==> config.mk <==
export PLATFORM = sky130hd
export DESIGN_NAME = btd_branch_target
export DESIGN_NICKNAME = d
export VERILOG_FILES = /design/src/rtl/btd_pkg.sv /design/src/rtl/btd_mode_decode.sv /design/src/rtl/btd_rel_adder.sv /design/src/rtl/btd_target_mux.sv /design/src/rtl/btd_branch_target.sv
export SDC_FILE = /design/constraint.sdc
export NUM_CORES = 1
export LEC_CHECK = 0
export ABC_AREA = 1
export CORE_MARGIN = 3
export CORE_UTILIZATION = 51
export DETAILED_ROUTE_END_ITERATION = 7
export PLACE_DENSITY = 0.8
export SYNTH_ARGS = -nofsm -noshare
export SYNTH_HDL_FRONTEND = slang
export SYNTH_SLANG_ARGS = --single-unit
==> constraint.sdc <==
create_clock -name clk -period 1.1 [get_ports clk]
set_input_delay 0.33 -clock clk [delete_from_list [all_inputs] [get_ports clk]]
set_output_delay 0.33 -clock clk [all_outputs]
set_load 0.02 [all_outputs]
==> src/rtl/btd_pkg.sv <==
package btd_pkg;

  // Instruction size in bytes; relative displacements count instructions.
  localparam int INSN_BYTES = 5;

  // Width of the selector held at the top of the target field.
  localparam int SEL_W = 4;

  // Selector codes that do not mean a relative branch.
  localparam logic [SEL_W-1:0] SEL_REG   = 4'b0111;  // +7
  localparam logic [SEL_W-1:0] SEL_UCODE = 4'b1000;  // -8

  typedef enum logic [1:0] {
    BR_SEQ   = 2'd0,
    BR_REL   = 2'd1,
    BR_REG   = 2'd2,
    BR_UCODE = 2'd3
  } br_mode_e;

endpackage

==> src/rtl/btd_mode_decode.sv <==
module btd_mode_decode
  import btd_pkg::*;
(
  input  logic [SEL_W-1:0] sel,
  input  logic             taken,
  output br_mode_e         mode
);

  always_comb begin
    if (!taken) begin
      mode = BR_SEQ;
    end else begin
      unique case (sel)
        SEL_REG:   mode = BR_REG;
        SEL_UCODE: mode = BR_UCODE;
        default:   mode = BR_REL;
      endcase
    end
  end

endmodule

==> src/rtl/btd_rel_adder.sv <==
module btd_rel_adder #(
  parameter int AW = 32,
  parameter int DW = 17
) (
  input  logic [AW-1:0] pc,
  input  logic [DW-1:0] disp,
  output logic [AW-1:0] sum
);

  localparam int EXT_W = AW - DW;

  logic [AW-1:0] disp_x;
  logic [AW-1:0] disp_x4;

  always_comb begin
    disp_x  = {{EXT_W{disp[DW-1]}}, disp};
    disp_x4 = disp_x << 2;
    // One three-operand sum: pc + 4d + d = pc + 5d.
    sum     = pc + disp_x4 + disp_x;
  end

endmodule

==> src/rtl/btd_target_mux.sv <==
module btd_target_mux
  import btd_pkg::*;
#(
  parameter int AW = 32,
  parameter int UW = 13
) (
  input  br_mode_e      mode,
  input  logic [AW-1:0] pc,
  input  logic [AW-1:0] rel_sum,
  input  logic [AW-1:0] reg_val,
  input  logic [UW-1:0] ucode_bits,
  output logic [AW-1:0] next_pc
);

  localparam int ZPAD_W = AW - UW;

  logic [AW-1:0] seq_pc;
  logic [AW-1:0] ucode_pc;

  always_comb begin
    seq_pc   = pc + AW'(INSN_BYTES);
    ucode_pc = {{ZPAD_W{1'b0}}, ucode_bits};
    unique case (mode)
      BR_SEQ:   next_pc = seq_pc;
      BR_REL:   next_pc = rel_sum;
      BR_REG:   next_pc = reg_val;
      BR_UCODE: next_pc = ucode_pc;
      default:  next_pc = seq_pc;
    endcase
  end

endmodule

==> src/rtl/btd_branch_target.sv <==
module btd_branch_target
  import btd_pkg::*;
#(
  parameter int AW      = 32,
  parameter int TW      = 17,
  parameter bit REG_OUT = 1'b1
) (
  input  logic          clk,
  input  logic          rst_n,
  input  logic          in_valid,
  input  logic          taken,
  input  logic [AW-1:0] pc,
  input  logic [TW-1:0] tgt_field,
  input  logic [AW-1:0] reg_val,
  output logic          out_valid,
  output logic [AW-1:0] next_pc,
  output logic [1:0]    mode,
  output logic          ucode_hit
);

  localparam int UW = TW - SEL_W;

  br_mode_e      mode_c;
  logic [AW-1:0] rel_sum;
  logic [AW-1:0] next_c;
  logic          hit_c;

  btd_mode_decode u_dec (
    .sel   (tgt_field[TW-1 -: SEL_W]),
    .taken (taken),
    .mode  (mode_c)
  );

  btd_rel_adder #(.AW(AW), .DW(TW)) u_add (
    .pc   (pc),
    .disp (tgt_field),
    .sum  (rel_sum)
  );

  btd_target_mux #(.AW(AW), .UW(UW)) u_mux (
    .mode       (mode_c),
    .pc         (pc),
    .rel_sum    (rel_sum),
    .reg_val    (reg_val),
    .ucode_bits (tgt_field[UW-1:0]),
    .next_pc    (next_c)
  );

  assign hit_c = in_valid && (mode_c == BR_UCODE);

  generate
    if (REG_OUT) begin : g_reg
      logic          valid_d, valid_q;
      logic          hit_d,   hit_q;
      logic [AW-1:0] pc_d,    pc_q;
      br_mode_e      mode_d,  mode_q;

      // Next-state: data words load only when in_valid is high.
      always_comb begin
        valid_d = in_valid;
        hit_d   = hit_c;
        pc_d    = pc_q;
        mode_d  = mode_q;
        if (in_valid) begin
          pc_d   = next_c;
          mode_d = mode_c;
        end
      end

      always_ff @(posedge clk or negedge rst_n) begin
        if (!rst_n) begin
          valid_q <= 1'b0;
          hit_q   <= 1'b0;
          pc_q    <= '0;
          mode_q  <= BR_SEQ;
        end else begin
          valid_q <= valid_d;
          hit_q   <= hit_d;
          pc_q    <= pc_d;
          mode_q  <= mode_d;
        end
      end

      assign out_valid = valid_q;
      assign ucode_hit = hit_q;
      assign next_pc   = pc_q;
      assign mode      = mode_q;
    end else begin : g_comb
      assign out_valid = in_valid;
      assign ucode_hit = hit_c;
      assign next_pc   = next_c;
      assign mode      = mode_c;
    end
  endgenerate

endmodule

==> reports/metrics.cfg, run 1 <==
[outcome]
run_status = stopped before the end
lastStage = 5_1_grt
error_line = [ERROR DPL-0038] Utilization greater than 100%, impossible to legalize

[logic_synthesis]
synth_nets = 1114
yosys_most_used_dff = dfrtp_1
synth-seq-area-share = 0.159
postSynthAreaPerCell_um2 = 5.86
synth_simple_gate_area_share = 0.446
yosys.area_share.adder = 0.157
synth_area_um2 = 5670
yosys_warnings = 0
synth_edf_count = 0
synthArstFlopShare = 1.00
synth_top_family_by_area = simple AND/OR/NAND/NOR gates
synth_xor_area_frac = 0.0247
yosysUniqueCellTypes = 45
synth-seq-cells = 36
synth_compound_area_frac = 0.100
synth.mux.area_fraction = 0
netlist_instances = 968

[clock_network]
clock_sinks = 36
cts_made_buffers = 5
cts_root_buffer = clkbuf_8
cts_buffer_depth = 2
htreeDepth = 2

[timing]
endpoint_type = register input
worst_endpoint = next_pc[29]$_DFFE_PN0P_/D

[floorplan]
num_io_pins = 121
die_w_um = 111
placementRows = 37
start_util = 0.537
chipHeight_um = 111

[global_routing]
grt_max_degree = 18

[placed_design]
port_buffers = 120
placed_cells = 1381
place_congestion = 1.03
dp_hpwl_um = 20100

[logic make-up after synthesis]
logic type | after synthesis
flip-flops | 36
AO/OA/AOI/OAI | 98
XOR/XNOR | 16
adder cells (fa/ha/maj) | 61
AND/OR/NAND/NOR | 595
buffers and inverters | 162
[synth_stat cells, types with 2 or more instances]
library cell,count,area (um2)
nand3b_1,7,52.6
o21ai_0,35,175
clkbuf_1,5,18.8
ha_1,44,551
xor2_1,12,105
nand3_2,4,40.0
o2111ai_1,2,17.5
a221oi_1,3,26.3
or2_0,3,18.8
nand2_2,4,25.0
nand4_1,10,62.6
dfrtp_1,36,901
a21oi_1,34,170
a21boi_0,4,30.0
nor2_1,80,300
nand2_1,375,1410
nor4_1,2,12.5
o211ai_1,6,45.0
fa_1,17,340
or2_2,8,50.1
nor3_1,14,70.1
nand3_1,73,365
buf_2,7,35.0
buf_6,2,22.5
inv_1,138,518
inv_2,5,18.8
a21oi_2,3,26.3
xnor2_1,4,35.0
nor3_2,2,20.0
a31oi_1,3,18.8
nor3b_1,2,15.0
o21bai_1,3,22.5
nor2_2,7,43.8
buf_4,3,22.5
[stage by stage]
stage | utilization | area (um2) | setup slack, ns
after floorplan | - | 6140 | -1.12
after detailed placement | 0.832 | 8780 | -1.98
after CTS | 0.941 | 9930 | -1.07
after global placement | 0.832 | 8780 | -1.93
[what timing repair did]
action | CTS
hold endpoints to repair | 10
pin swaps | 143
setup endpoints to repair | 71
gates cloned | 2
gates resized for setup | 598
setup buffers | 32
hold buffers | 1
==> run 2, diff against run 1 <==
- CORE_UTILIZATION: 51 -> 36
- PLACE_DENSITY: 0.8 -> unset
- PLACE_DENSITY_LB_ADDON: unset -> 0.15
==> run 2 against run 1 <==
  * Synthesized cell count stayed put
  * The flow now finishes, with violations (negative setup slack)
  * Area after synthesis is the same
==> reports/metrics.cfg, run 2 <==
[clock_network]
cts_buffer_depth = 2  ; unchanged
path_clk_slew_ns = 0.07
clock_latency_ns = 0.29
htreeDepth = 2  ; unchanged
hold_buffers = 0  ; -1
cts_root_buffer = clkbuf_16
clock_sinks = 36  ; unchanged
cts_tree = built
cts_made_buffers = 5  ; unchanged

[logic_synthesis]
yosys_warnings = 0  ; unchanged
synth_area_um2 = 5670  ; unchanged
synth-seq-cells = 36  ; unchanged
postSynthAreaPerCell_um2 = 5.86  ; unchanged
synth-seq-area-share = 0.159  ; unchanged
yosys_most_used_dff = dfrtp_1
yosysMostFrequentCell = nand2_1
yosysUniqueCellTypes = 45  ; unchanged
synthTopCellsByArea = nand2_1 (25%), dfrtp_1 (16%), ha_1 (9.7%)
yosysTopAreaCell = nand2_1
netlist_instances = 968  ; unchanged
synth_edf_count = 0  ; unchanged
synth_top_area_frac = 0.248  ; unchanged
synth_nets = 1114  ; unchanged
synthArstFlopShare = 1.00  ; unchanged
synth_common_cells = nand2_1 (375), inv_1 (138), nor2_1 (80), nand3_1 (73), ha_1 (44)

[global_routing]
grt_max_degree = 37
grt_usage = 0.305
grt_pass1_wl_um = 41800
overflow = 0
grt_pass1_vias = 7778
antenna_found_initial = 0

[timing]
rsz0062_at_grt = yes
min_period_ns = 2.28
finalHoldViolCount = 0
worst_slew_pin_slew_ns = 0.369
whs_ns = 0.00308
maxSlewViolCount = 0
clock_skew_ns = 0
period_share = 2.07
worst_slack_ns = -1.18
slew_headroom = 0.753
setup_viol = 70
fmax_mhz = 439

[cells_and_area]
largest_reg_flops = 32
antenna_cells = 0
fin_cells = 1544
mostFrequentLayoutCells = nand2_1 (255), buf_4 (217), inv_1 (102)
final_common_cell = nand2_1
drive_above_1_share = 0.509
fillers = 1221
syn2layout_area_growth_pct = 95.0
final_nets = 1478

[critical_path]
critPathCaptureType = flip-flop
cp-start-kind = input pin
crit_required_ns = 1.32
worstPathArrival_ns = 2.49
worstPathMaxFanout = 4
worstSetupPathType = in -> reg

[power]
ir_drop_v = 0.000618
power_density_nw_per_um2 = 1010
p_leak_nw = 5.50

[floorplan]
placementRows = 45  ; +22%
die_w_um = 132  ; +18%
start_util = 0.370  ; -0.167
die_area_um2 = 17300
core_um2 = 15300
num_io_pins = 121  ; unchanged
chipHeight_um = 132  ; +18%

[outcome]
run_status = finished, violations left
violations = negative setup slack

[route]
drc_errors = 0
avgViaCountPerCell = 5.09
vias = 7865
wire_per_inst_um = 18.0
ant_nets = 0
wl_um = 27800
drtIter0Drc = 493
first_pass_iters = 6

[flow_run]
drv_cap = 0

[placed_design]
dp_hpwl_um = 21100  ; +5.2%
port_buffers = 120  ; unchanged
placed_cells = 1473  ; +6.7%
post-place-ws_ns = -2.01  ; -0.0377 ns
place_congestion = 0.976  ; -5.4%

[worst_hold_path]
hold_path.class = in -> async

==> run 2: cell counts after synthesis <==
No cell type changed its count.
==> run 2: timing repair <==
action	CTS	global route
pin swaps	127	137
buffers inserted	42	31
resized for setup	648	144
cloned	1	0
endpoints found under the setup margin	71	71
==> run 2: per-stage QoR <==
stage	area (um2)	utilization	TNS, ns	power [mW]
final	11100	0.722	-35.00	11.2
after global routing	11100	0.722	-37.89	11.7
after CTS	10400	0.682	-33.77	10.3
after detailed placement	8990	0.587	-67.74	7.37
after global placement	8990	0.587	-67.05	7.32
after floorplan	6140	-	-28.31	4.65
==> run 2: logic make-up after synthesis <==
family | Yosys count | share of synthesized area
compound gates | 98 | 0.100
xor+xnor | 16 | 0.0247
fa+ha+maj | 61 | 0.157
buf+inv | 162 | 0.113
flops | 36 | 0.159
simple gates | 595 | 0.446
==> run 2: critical path, cell delays in order <==
cell and delay (ns):
buf_8 0.09, inv_8 0.03, fa_1 0.55, inv_2 0.06, fa_2 0.39, nand3_2 0.10
nand3_4 0.12, buf_6 0.15, a21oi_2 0.13, nor2_2 0.07, o21ai_1 0.14, nand3b_1 0.18
a21oi_1 0.16
==> run 2: per-layer routing <==
layer  track usage  wire length (um)  vias up
li1              -                 -     3803
met1         0.378             11100     3678
met2         0.500             12900      303
met3        0.0681              2070       81
met4         0.147              1660        0
met5             0                 0        -
==> run 2: path summary, 6_finish.rpt <==
check / start / endpoint / slack [ns] / cells past startpoint
max: tgt_field[0] / next_pc[17]$_DFFE_PN0P_ / -1.18 / 13
min: rst_n / next_pc[1]$_DFFE_PN0P_ / 0.003 / 2
max reg2reg: next_pc[11]$_DFFE_PN0P_ / next_pc[11]$_DFFE_PN0P_ / 0.09 / 5
min reg2reg: next_pc[24]$_DFFE_PN0P_ / next_pc[24]$_DFFE_PN0P_ / 0.51 / 2
max in group asynchronous: rst_n / next_pc[29]$_DFFE_PN0P_ / 0.88 / 2
min in group clk: in_valid / out_valid$_DFF_PN0_ / 0.29 / 1
==> run 2: area by class of cell <==
class / count / area [um2] / area share
multi-input cells: 770 / 5770 / 0.522
repair buffers: 375 / 3380 / 0.306
flip-flops and latches: 36 / 903 / 0.0817
inverters: 144 / 592 / 0.0535
well taps: 211 / 264 / 0.0239
clock buffers: 5 / 125 / 0.0113
clock inverters: 3 / 23.8 / 0.00215
==> run 2: report_power, final <==
group,switching [mW],internal [mW],total (mW)
clock,0.667,0.845,1.51
combinational,4.15,3.80,7.95
sequential,0.175,1.52,1.70
Power figures use the tool's default switching activity.
